$ cat src/rtl/upd_guard_pkg.sv
package upd_guard_pkg;

  localparam logic [2:0] OP_CFG   = 3'd0;
  localparam logic [2:0] OP_META  = 3'd1;
  localparam logic [2:0] OP_AUTH  = 3'd2;
  localparam logic [2:0] OP_ENTER = 3'd3;
  localparam logic [2:0] OP_LOAD  = 3'd4;
  localparam logic [2:0] OP_DONE  = 3'd5;
  localparam logic [2:0] OP_LAST  = OP_DONE;

  typedef enum logic [1:0] {
    ST_OK      = 2'd0,
    ST_BUSY    = 2'd1,
    ST_REJECT  = 2'd2,
    ST_ILLEGAL = 2'd3
  } status_e;

  // Decide the reply status of one command from the current state.
  function automatic status_e judge(input logic [2:0] op,
                                    input logic       configured,
                                    input logic       upd);
    status_e st;
    if (op > OP_LAST)                     st = ST_ILLEGAL;
    else if (!configured && op != OP_CFG) st = ST_REJECT;
    else begin
      case (op)
        OP_CFG, OP_ENTER: st = upd ? ST_BUSY : ST_OK;
        OP_LOAD, OP_DONE: st = upd ? ST_OK   : ST_REJECT;
        default:          st = ST_OK;
      endcase
    end
    return st;
  endfunction

endpackage

$ cat src/rtl/upd_guard_meta.sv
module upd_guard_meta #(
  parameter int DW = 32,
  parameter int FW = 8
) (
  input  logic [2:0]    op,
  input  logic [1:0]    sel,
  input  logic [DW-1:0] cfg,
  input  logic [FW-1:0] version,
  input  logic [FW-1:0] compat,
  input  logic [FW-1:0] model,
  input  logic [DW-1:0] cred,
  output logic [DW-1:0] qdata
);
  import upd_guard_pkg::*;

  localparam int PADW = DW - FW;

  function automatic logic [DW-1:0] widen(input logic [FW-1:0] f);
    return {{PADW{1'b0}}, f};
  endfunction

  logic [DW-1:0] meta_word;

  always_comb begin
    case (sel)
      2'd0:    meta_word = widen(version);
      2'd1:    meta_word = cfg;
      2'd2:    meta_word = widen(compat);
      default: meta_word = widen(model);
    endcase
  end

  always_comb begin
    if (op == OP_META)      qdata = meta_word;
    else if (op == OP_AUTH) qdata = cred;
    else                    qdata = '0;
  end

endmodule

$ cat src/rtl/upd_guard_ctrl.sv
module upd_guard_ctrl #(
  parameter int DW = 32
) (
  input  logic          clk,
  input  logic          rst_n,
  input  logic          cmd_valid,
  input  logic [2:0]    cmd_op,
  input  logic [DW-1:0] cmd_data,
  input  logic [DW-1:0] qdata,
  output logic          rsp_valid,
  output logic [1:0]    rsp_status,
  output logic [DW-1:0] rsp_data,
  output logic          upd_mode,
  output logic          configured,
  output logic [DW-1:0] cfg_q,
  output logic          seq_load
);
  import upd_guard_pkg::*;

  status_e st;
  logic    accepted;
  logic    ev_cfg;
  logic    ev_enter;
  logic    ev_done;
  logic    is_query;

  assign st       = judge(cmd_op, configured, upd_mode);
  assign accepted = cmd_valid && (st == ST_OK);
  assign ev_cfg   = accepted && (cmd_op == OP_CFG);
  assign ev_enter = accepted && (cmd_op == OP_ENTER);
  assign ev_done  = accepted && (cmd_op == OP_DONE);
  assign seq_load = accepted && (cmd_op == OP_LOAD);
  assign is_query = (cmd_op == OP_META) || (cmd_op == OP_AUTH);

  always_ff @(posedge clk or negedge rst_n) begin
    if (!rst_n) begin
      upd_mode   <= 1'b0;
      configured <= 1'b0;
      cfg_q      <= '0;
      rsp_valid  <= 1'b0;
      rsp_status <= ST_OK;
      rsp_data   <= '0;
    end else begin
      rsp_valid <= cmd_valid;
      if (cmd_valid) begin
        rsp_status <= st;
        rsp_data   <= (accepted && is_query) ? qdata : '0;
      end
      if (ev_cfg) begin
        cfg_q      <= cmd_data;
        configured <= 1'b1;
      end
      if (ev_enter)     upd_mode <= 1'b1;
      else if (ev_done) upd_mode <= 1'b0;
    end
  end

endmodule

$ cat src/rtl/upd_guard_port.sv
module upd_guard_port #(
  parameter int DW = 32,
  parameter int AW = 12
) (
  input  logic          upd_mode,
  input  logic          seq_load,
  input  logic [AW-1:0] cmd_addr,
  input  logic [DW-1:0] cmd_data,
  input  logic          bus_req,
  input  logic          bus_we,
  input  logic [AW-1:0] bus_addr,
  input  logic [DW-1:0] bus_wdata,
  output logic [DW-1:0] bus_rdata,
  output logic          bus_err,
  output logic          ip_req,
  output logic          ip_we,
  output logic [AW-1:0] ip_addr,
  output logic [DW-1:0] ip_wdata,
  input  logic [DW-1:0] ip_rdata,
  output logic          acc_blocked
);

  assign acc_blocked = upd_mode && bus_req;

  always_comb begin
    if (upd_mode) begin
      ip_req    = seq_load;
      ip_we     = seq_load;
      ip_addr   = cmd_addr;
      ip_wdata  = cmd_data;
      bus_err   = bus_req;
      bus_rdata = '0;
    end else begin
      ip_req    = bus_req;
      ip_we     = bus_we;
      ip_addr   = bus_addr;
      ip_wdata  = bus_wdata;
      bus_err   = 1'b0;
      bus_rdata = ip_rdata;
    end
  end

endmodule

$ cat src/rtl/upd_guard.sv
module upd_guard #(
  parameter int DW = 32,
  parameter int AW = 12,
  parameter int FW = 8
) (
  input  logic          clk,
  input  logic          rst_n,
  input  logic          cmd_valid,
  input  logic [2:0]    cmd_op,
  input  logic [AW-1:0] cmd_addr,
  input  logic [DW-1:0] cmd_data,
  output logic          rsp_valid,
  output logic [1:0]    rsp_status,
  output logic [DW-1:0] rsp_data,
  output logic          upd_mode,
  input  logic          bus_req,
  input  logic          bus_we,
  input  logic [AW-1:0] bus_addr,
  input  logic [DW-1:0] bus_wdata,
  output logic [DW-1:0] bus_rdata,
  output logic          bus_err,
  output logic          ip_req,
  output logic          ip_we,
  output logic [AW-1:0] ip_addr,
  output logic [DW-1:0] ip_wdata,
  input  logic [DW-1:0] ip_rdata,
  input  logic [FW-1:0] ip_version,
  input  logic [FW-1:0] ip_compat,
  input  logic [FW-1:0] ip_model,
  input  logic [DW-1:0] ip_cred
);

  logic [DW-1:0] qdata;
  logic [DW-1:0] cfg_q;
  logic          configured;
  logic          seq_load;
  logic          acc_blocked;

  upd_guard_meta #(.DW(DW), .FW(FW)) meta_i (
    .op(cmd_op), .sel(cmd_data[1:0]), .cfg(cfg_q),
    .version(ip_version), .compat(ip_compat), .model(ip_model),
    .cred(ip_cred), .qdata(qdata)
  );

  upd_guard_ctrl #(.DW(DW)) ctrl_i (
    .clk(clk), .rst_n(rst_n), .cmd_valid(cmd_valid), .cmd_op(cmd_op),
    .cmd_data(cmd_data), .qdata(qdata), .rsp_valid(rsp_valid),
    .rsp_status(rsp_status), .rsp_data(rsp_data), .upd_mode(upd_mode),
    .configured(configured), .cfg_q(cfg_q), .seq_load(seq_load)
  );

  upd_guard_port #(.DW(DW), .AW(AW)) port_i (
    .upd_mode(upd_mode), .seq_load(seq_load), .cmd_addr(cmd_addr),
    .cmd_data(cmd_data), .bus_req(bus_req), .bus_we(bus_we),
    .bus_addr(bus_addr), .bus_wdata(bus_wdata), .bus_rdata(bus_rdata),
    .bus_err(bus_err), .ip_req(ip_req), .ip_we(ip_we), .ip_addr(ip_addr),
    .ip_wdata(ip_wdata), .ip_rdata(ip_rdata), .acc_blocked(acc_blocked)
  );

endmodule

$ cat config.mk
export PLATFORM = sky130hd
export DESIGN_NAME = upd_guard
export DESIGN_NICKNAME = d
export VERILOG_FILES = /design/src/rtl/upd_guard_pkg.sv /design/src/rtl/upd_guard_meta.sv /design/src/rtl/upd_guard_ctrl.sv /design/src/rtl/upd_guard_port.sv /design/src/rtl/upd_guard.sv
export SDC_FILE = /design/constraint.sdc
export NUM_CORES = 1
export LEC_CHECK = 0
export BUFFER_PORTS_ARGS = -buffer_cell sky130_fd_sc_hd__buf_2
export CORE_AREA = 8 8 109 111
export CTS_BUF_LIST = sky130_fd_sc_hd__clkbuf_2
export DETAILED_ROUTE_END_ITERATION = 10
export DIE_AREA = 0 0 117 119
export PLACE_DENSITY_LB_ADDON = 0.1
export SLEW_MARGIN = 25
export SYNTH_ARGS = -nofsm -noshare
export SYNTH_HDL_FRONTEND = slang
export SYNTH_SLANG_ARGS = --single-unit
$ cat constraint.sdc
create_clock -name clk -period 4.46 [get_ports clk]
set_input_delay 0.892 -clock clk [delete_from_list [all_inputs] [get_ports clk]]
set_output_delay 0.892 -clock clk [all_outputs]
set_load 0.005 [all_outputs]
# Yosys cells after proc, flatten, opt, wreduce, memory -nomap -nowiden
# Index checks and enable logic that the tools add are counted.
# classes
n_lt_le_gt_ge	1
eq_ne	7
mux	17
n_reduce_logical	16
# op_table
operator	count
$mux W32	5
$pmux W32 S3	1
$mux W12	1
$logic_and A1 B1 Y1	7
$eq A3 B2 Y1 const B	2
$eq A3 B3 Y1 const B	2
$mux W1	6
$mux W2	3
$logic_not A2 Y1	2
$pmux W2 S2	1
$reduce_or A2 Y1	2
$eq A3 B1 Y1 const B	1
$gt A3 B3 Y1 const B	1
$logic_not A3 Y1	1
$reduce_bool A3 Y1	1
$eq A2 B1 Y1 const B	1
$eq A2 B2 Y1 const B	1
$reduce_bool A2 Y1	1
$logic_not A1 Y1	1
$logic_or A1 B1 Y1	1
# totals
ff_bits	69
in_bits	184
output_inout_bits	115
wordCells	47

# Longest topological paths before layout
# depth
word_depth	10
ltp_mapped	5

# Hierarchy
# A second synthesis with hierarchy kept.
# unflattened
hier_cells	325
hier_area_um2	4152.7
# by_module_without_submodules
mod	n_inst	cells_each	area_per_inst_um2
upd_guard_ctrl	1	165	2581.2
upd_guard_port	1	89	993.5
upd_guard_meta	1	71	578.1

# Least setup slack after synthesis
# OpenSTA, ideal clock, no wires.
# synth_path
path_kind	input -> output
from	input port cmd_valid
to	output port ip_req
arrival_ns	1.505
setup_slack_ns	2.063
path_stages	4
path_buffers	1
cell_sequence	clkbuf_1 and4_2 nand2_1 o21ai_0
# synth_between
elab_chain_len	3
# synth_rtl
element	line	source
from (decl)	upd_guard.sv:8	input logic cmd_valid,
$logic_and A1 B1 Y1	upd_guard_ctrl.sv:28	assign accepted = cmd_valid && (st == ST_OK);
$logic_and A1 B1 Y1	upd_guard_ctrl.sv:32	assign seq_load = accepted && (cmd_op == OP_LOAD);
$mux W1	upd_guard_port.sv:26	if (upd_mode) begin
to (decl)	upd_guard.sv:22	output logic ip_req,
# Every way passes these cells.

# Worst setup path in the final report
# layout_path
from	register ctrl_i.upd_mode
to	output port ip_addr[3]
# layout_between
elab_chain_len	1
# layout_rtl
element	line	source
from (decl)	upd_guard_ctrl.sv:13	output logic upd_mode,
from (signal assigned)	upd_guard_ctrl.sv:37	upd_mode <= 1'b0;
from (signal assigned)	upd_guard_ctrl.sv:53	if (ev_enter) upd_mode <= 1'b1;
from (signal assigned)	upd_guard_ctrl.sv:54	else if (ev_done) upd_mode <= 1'b0;
$mux W12	upd_guard_port.sv:26	
to (decl)	upd_guard.sv:24	output logic [AW-1:0] ip_addr,
# Every way passes these cells.

==> results.md <==
- Fin worst setup slack: 1.24 ns
- Clock tree sinks: 69
- Core Box Area: a little over 0.01 mm²
- Max frequency: 0.310 GHz
- Synth Net Count: 494
- Setup WS pre-CTS: 1.77 ns
- First-pass GRT wire length: between 20,000 and 25,000 µm
- Crit-path leading delay family: flip-flops
- Drt pass-1 iters: 4
- Tightest Pin Transition: 0.897 ns
- Std cell rows: 37
- Combinational share of power: 0.254
- CP Capture Type: output pin
- Combinational family with the most area after synthesis: multiplexers
- Part of the power in registers: 0.516
- Commonest non-fill, non-tap cell in the layout: buf_2
- Clock network power share: 0.231
- Worst hold slack: just under 0.5 ns
- DR vias/cell: just under 5
- Switching Share: 0.281
- Crit Path Category: register to output pin
- RSZ-0062 raised after global routing: false
- # Post-CTS Setup Buffers: 0
- Slowest stage delay, CP: around 0.9 ns
- Period Utilization, post-route: 0.723
- Critical path startpoint: ctrl_i.upd_mode
- Worst IR drop on VDD: 0.0955 mV
- Final-stage net count: about 800
- Final setup TNS: 0 ns
- XOR/XNOR Fraction of Synth Area: 0
- Maxcap violations: 0
- Slew HR: 0.402
- Finished Core Util: 0.550
- Clock tree buffer depth: 2
- Mux contribution to synthesized area: 0.264
- IO buf count: a little under 300
- Share of layout cells above drive strength 1: 0.696
- Post-synthesis compound-gate area fraction: 0.100
- Worst Skew: roughly 0.017 ns
- Internal power: 1.07 mW
- Crit-path max FO: 46
- Max Slew Vio Count: 0
- Cells on worst reg2reg path: 3
- WP depth: 3
- I/O pin total: roughly 300
- Crit start category: register
- Worst-skew pair later-pin latency: 0.49 ns
- Hold Fails Final Rpt: 0
- Min Tclk post-route: approximately 3.2 ns
- Count of different cell masters after synthesis: 35
- Status: completed
- Synth Area in Adders: 0
- Vias in the first global route: ~4,000
- Sequential fraction of the synthesis area: 0.439
- Die height: approximately 120 µm
- Total GRT Usage: 0.196
- P_sw: 0.417 mW
- Hold-fix buffers, CTS: 0
- Mapped Area: a little under 0.004 mm²
- Residual DRC: 0
- Final ANT Viol Nets: 0
- Cells after Synth: 310
- Syn_area_per_cell: around 13 µm²
- Total wire length: 13,800 µm
- DP HPWL: 10,800 µm
- Worst-path cell chain: buf_4, mux2_2, buf_2
- Tot Pwr: ~1.5 mW
- Simple-gate share of the synthesized area: 0.147
- Area Overhead vs Synth: 41.2%
- Required time of the critical path: 3.57 ns
- CTS tree: built
- Setup violators final: 0
- Total grt overflow: 0
- Post-synthesis register bit count: 69
- Initial core utilization: 0.390
- Worst hold path class: input pin to asynchronous set/reset pin
- Cts bufs inserted: 9
- Buffers and inverters on the worst path: 2
- Initial antenna violation count: 1
- Routability cong.: 0.787
- Die Area: roughly 0.014 mm²
- Post-DR wirelength/cell: 18.7 µm
- PD cells: between 200 and 300 mW/mm²
- Worst R2R Start: ctrl_i.upd_mode
- CTS clk-pin slew, worst paths: 0.19 ns
- Vias: 3,622
- Crit-path slowest cell: dfrtp_2
- Synth warn: 0
- Leakage: around 3.0 nW
- Largest net degree at the start of global routing: 70
- H-tree depth: 3
- Critical path arrival: ~2.3 ns
- Drt initial violations: about 150
- Root buf cell: clkbuf_2
- Die Width: between 100 and 150 µm
- Fillcell total: 980
- Commonest non-fill, non-tap cells in the layout: buf_2, mux2_2, dfrtp_1
- CTS-repair resized insts: 0
## state kept, by name, summed over array words and instances (netlist names)
register           count
ctrl_i.cfg_q          32
ctrl_i.rsp_data       32
ctrl_i.rsp_status      2
ctrl_i.configured      1
ctrl_i.rsp_valid       1
ctrl_i.upd_mode        1
## power groups by stage
stage	Combinational, mW	Sequential [mW]	Clock (mW)
2_1_floorplan	0.204	0.760	0
3_3_place_gp	0.377	0.774	0
3_5_place_dp	0.384	0.778	0
4_1_cts	0.386	0.766	0.359
5_1_grt	0.415	0.779	0.384
6_report	0.377	0.766	0.342
## final timing paths
check / endpoint / slack (ns)
max: ip_addr[3] / 1.24
min: ctrl_i.rsp_data[15] / 0.49
max reg2reg: ctrl_i.cfg_q[17] / 2.07
min reg2reg: ctrl_i.rsp_data[31] / 0.52
max in group asynchronous: ctrl_i.upd_mode / 3.32
min in group clk: ctrl_i.rsp_data[31] / 0.52
## layout make-up
cell class / count / area (µm²) / area share
antenna: 1 / 2.50 / 0.000451
inverter: 4 / 15.0 / 0.00271
tap: 136 / 170 / 0.0307
timing repair buffer: 302 / 1520 / 0.275
sequential: 69 / 1730 / 0.311
clock buffer: 10 / 50.0 / 0.00902
multi-input combinational: 211 / 2010 / 0.362
clock inverter: 5 / 52.6 / 0.00947
## kinds of logic after synthesis
| logic type | Yosys count |
|---|---|
| buf+inv | 30 |
| flops | 69 |
| compound gates | 43 |
| simple gates | 84 |
| mux | 84 |
## worst reg2reg max path: cells and delay by family, from the launching register on
| kind | cells | cell delay (ns) |
|---|---|---|
| simple gates | 1 | 0.53 |
| flops | 1 | 0.91 |
| buf+inv | 1 | 0.43 |
| mux | 1 | 0.42 |
## metrics by stage
step | instances | area, µm²
finish | 738 | 5550
detailed placement | 722 | 5450
global placement | 722 | 5450
CTS | 737 | 5550
global route | 738 | 5550
floorplan | 310 | 3930
## layer usage
layer / wire (µm) / track usage
met5: 0 / 0
met2: 7080 / 0.349
met3: 1370 / 0.0662
met4: 252 / 0.0737
met1: 5120 / 0.208
## synth_stat cells, drive strengths merged
master   n  area [µm²]
dfrtp   69        1730
nor4     1        21.3
a221o   30         310
mux2    76         856
nor3     2        21.3
and3b    4        38.8
nand2b   2        12.5
a41oi    1        8.76
o221ai   2        17.5
a31o     1        8.76
or3b     1        8.76
buf     14         115
nand3b   2        27.5
and3     1        6.26
o21bai   1        7.51
and4     1        10.0
nand2    2        7.51
and2     1        6.26
mux4     8         180
nor2b   64         400
nor2     2        7.51
nand3    1        10.0
o21ai    7        35.0
clkbuf  12        66.3
a31oi    1        6.26
inv      4        15.0
No activity file was read; power rests on OpenSTA's default activity.
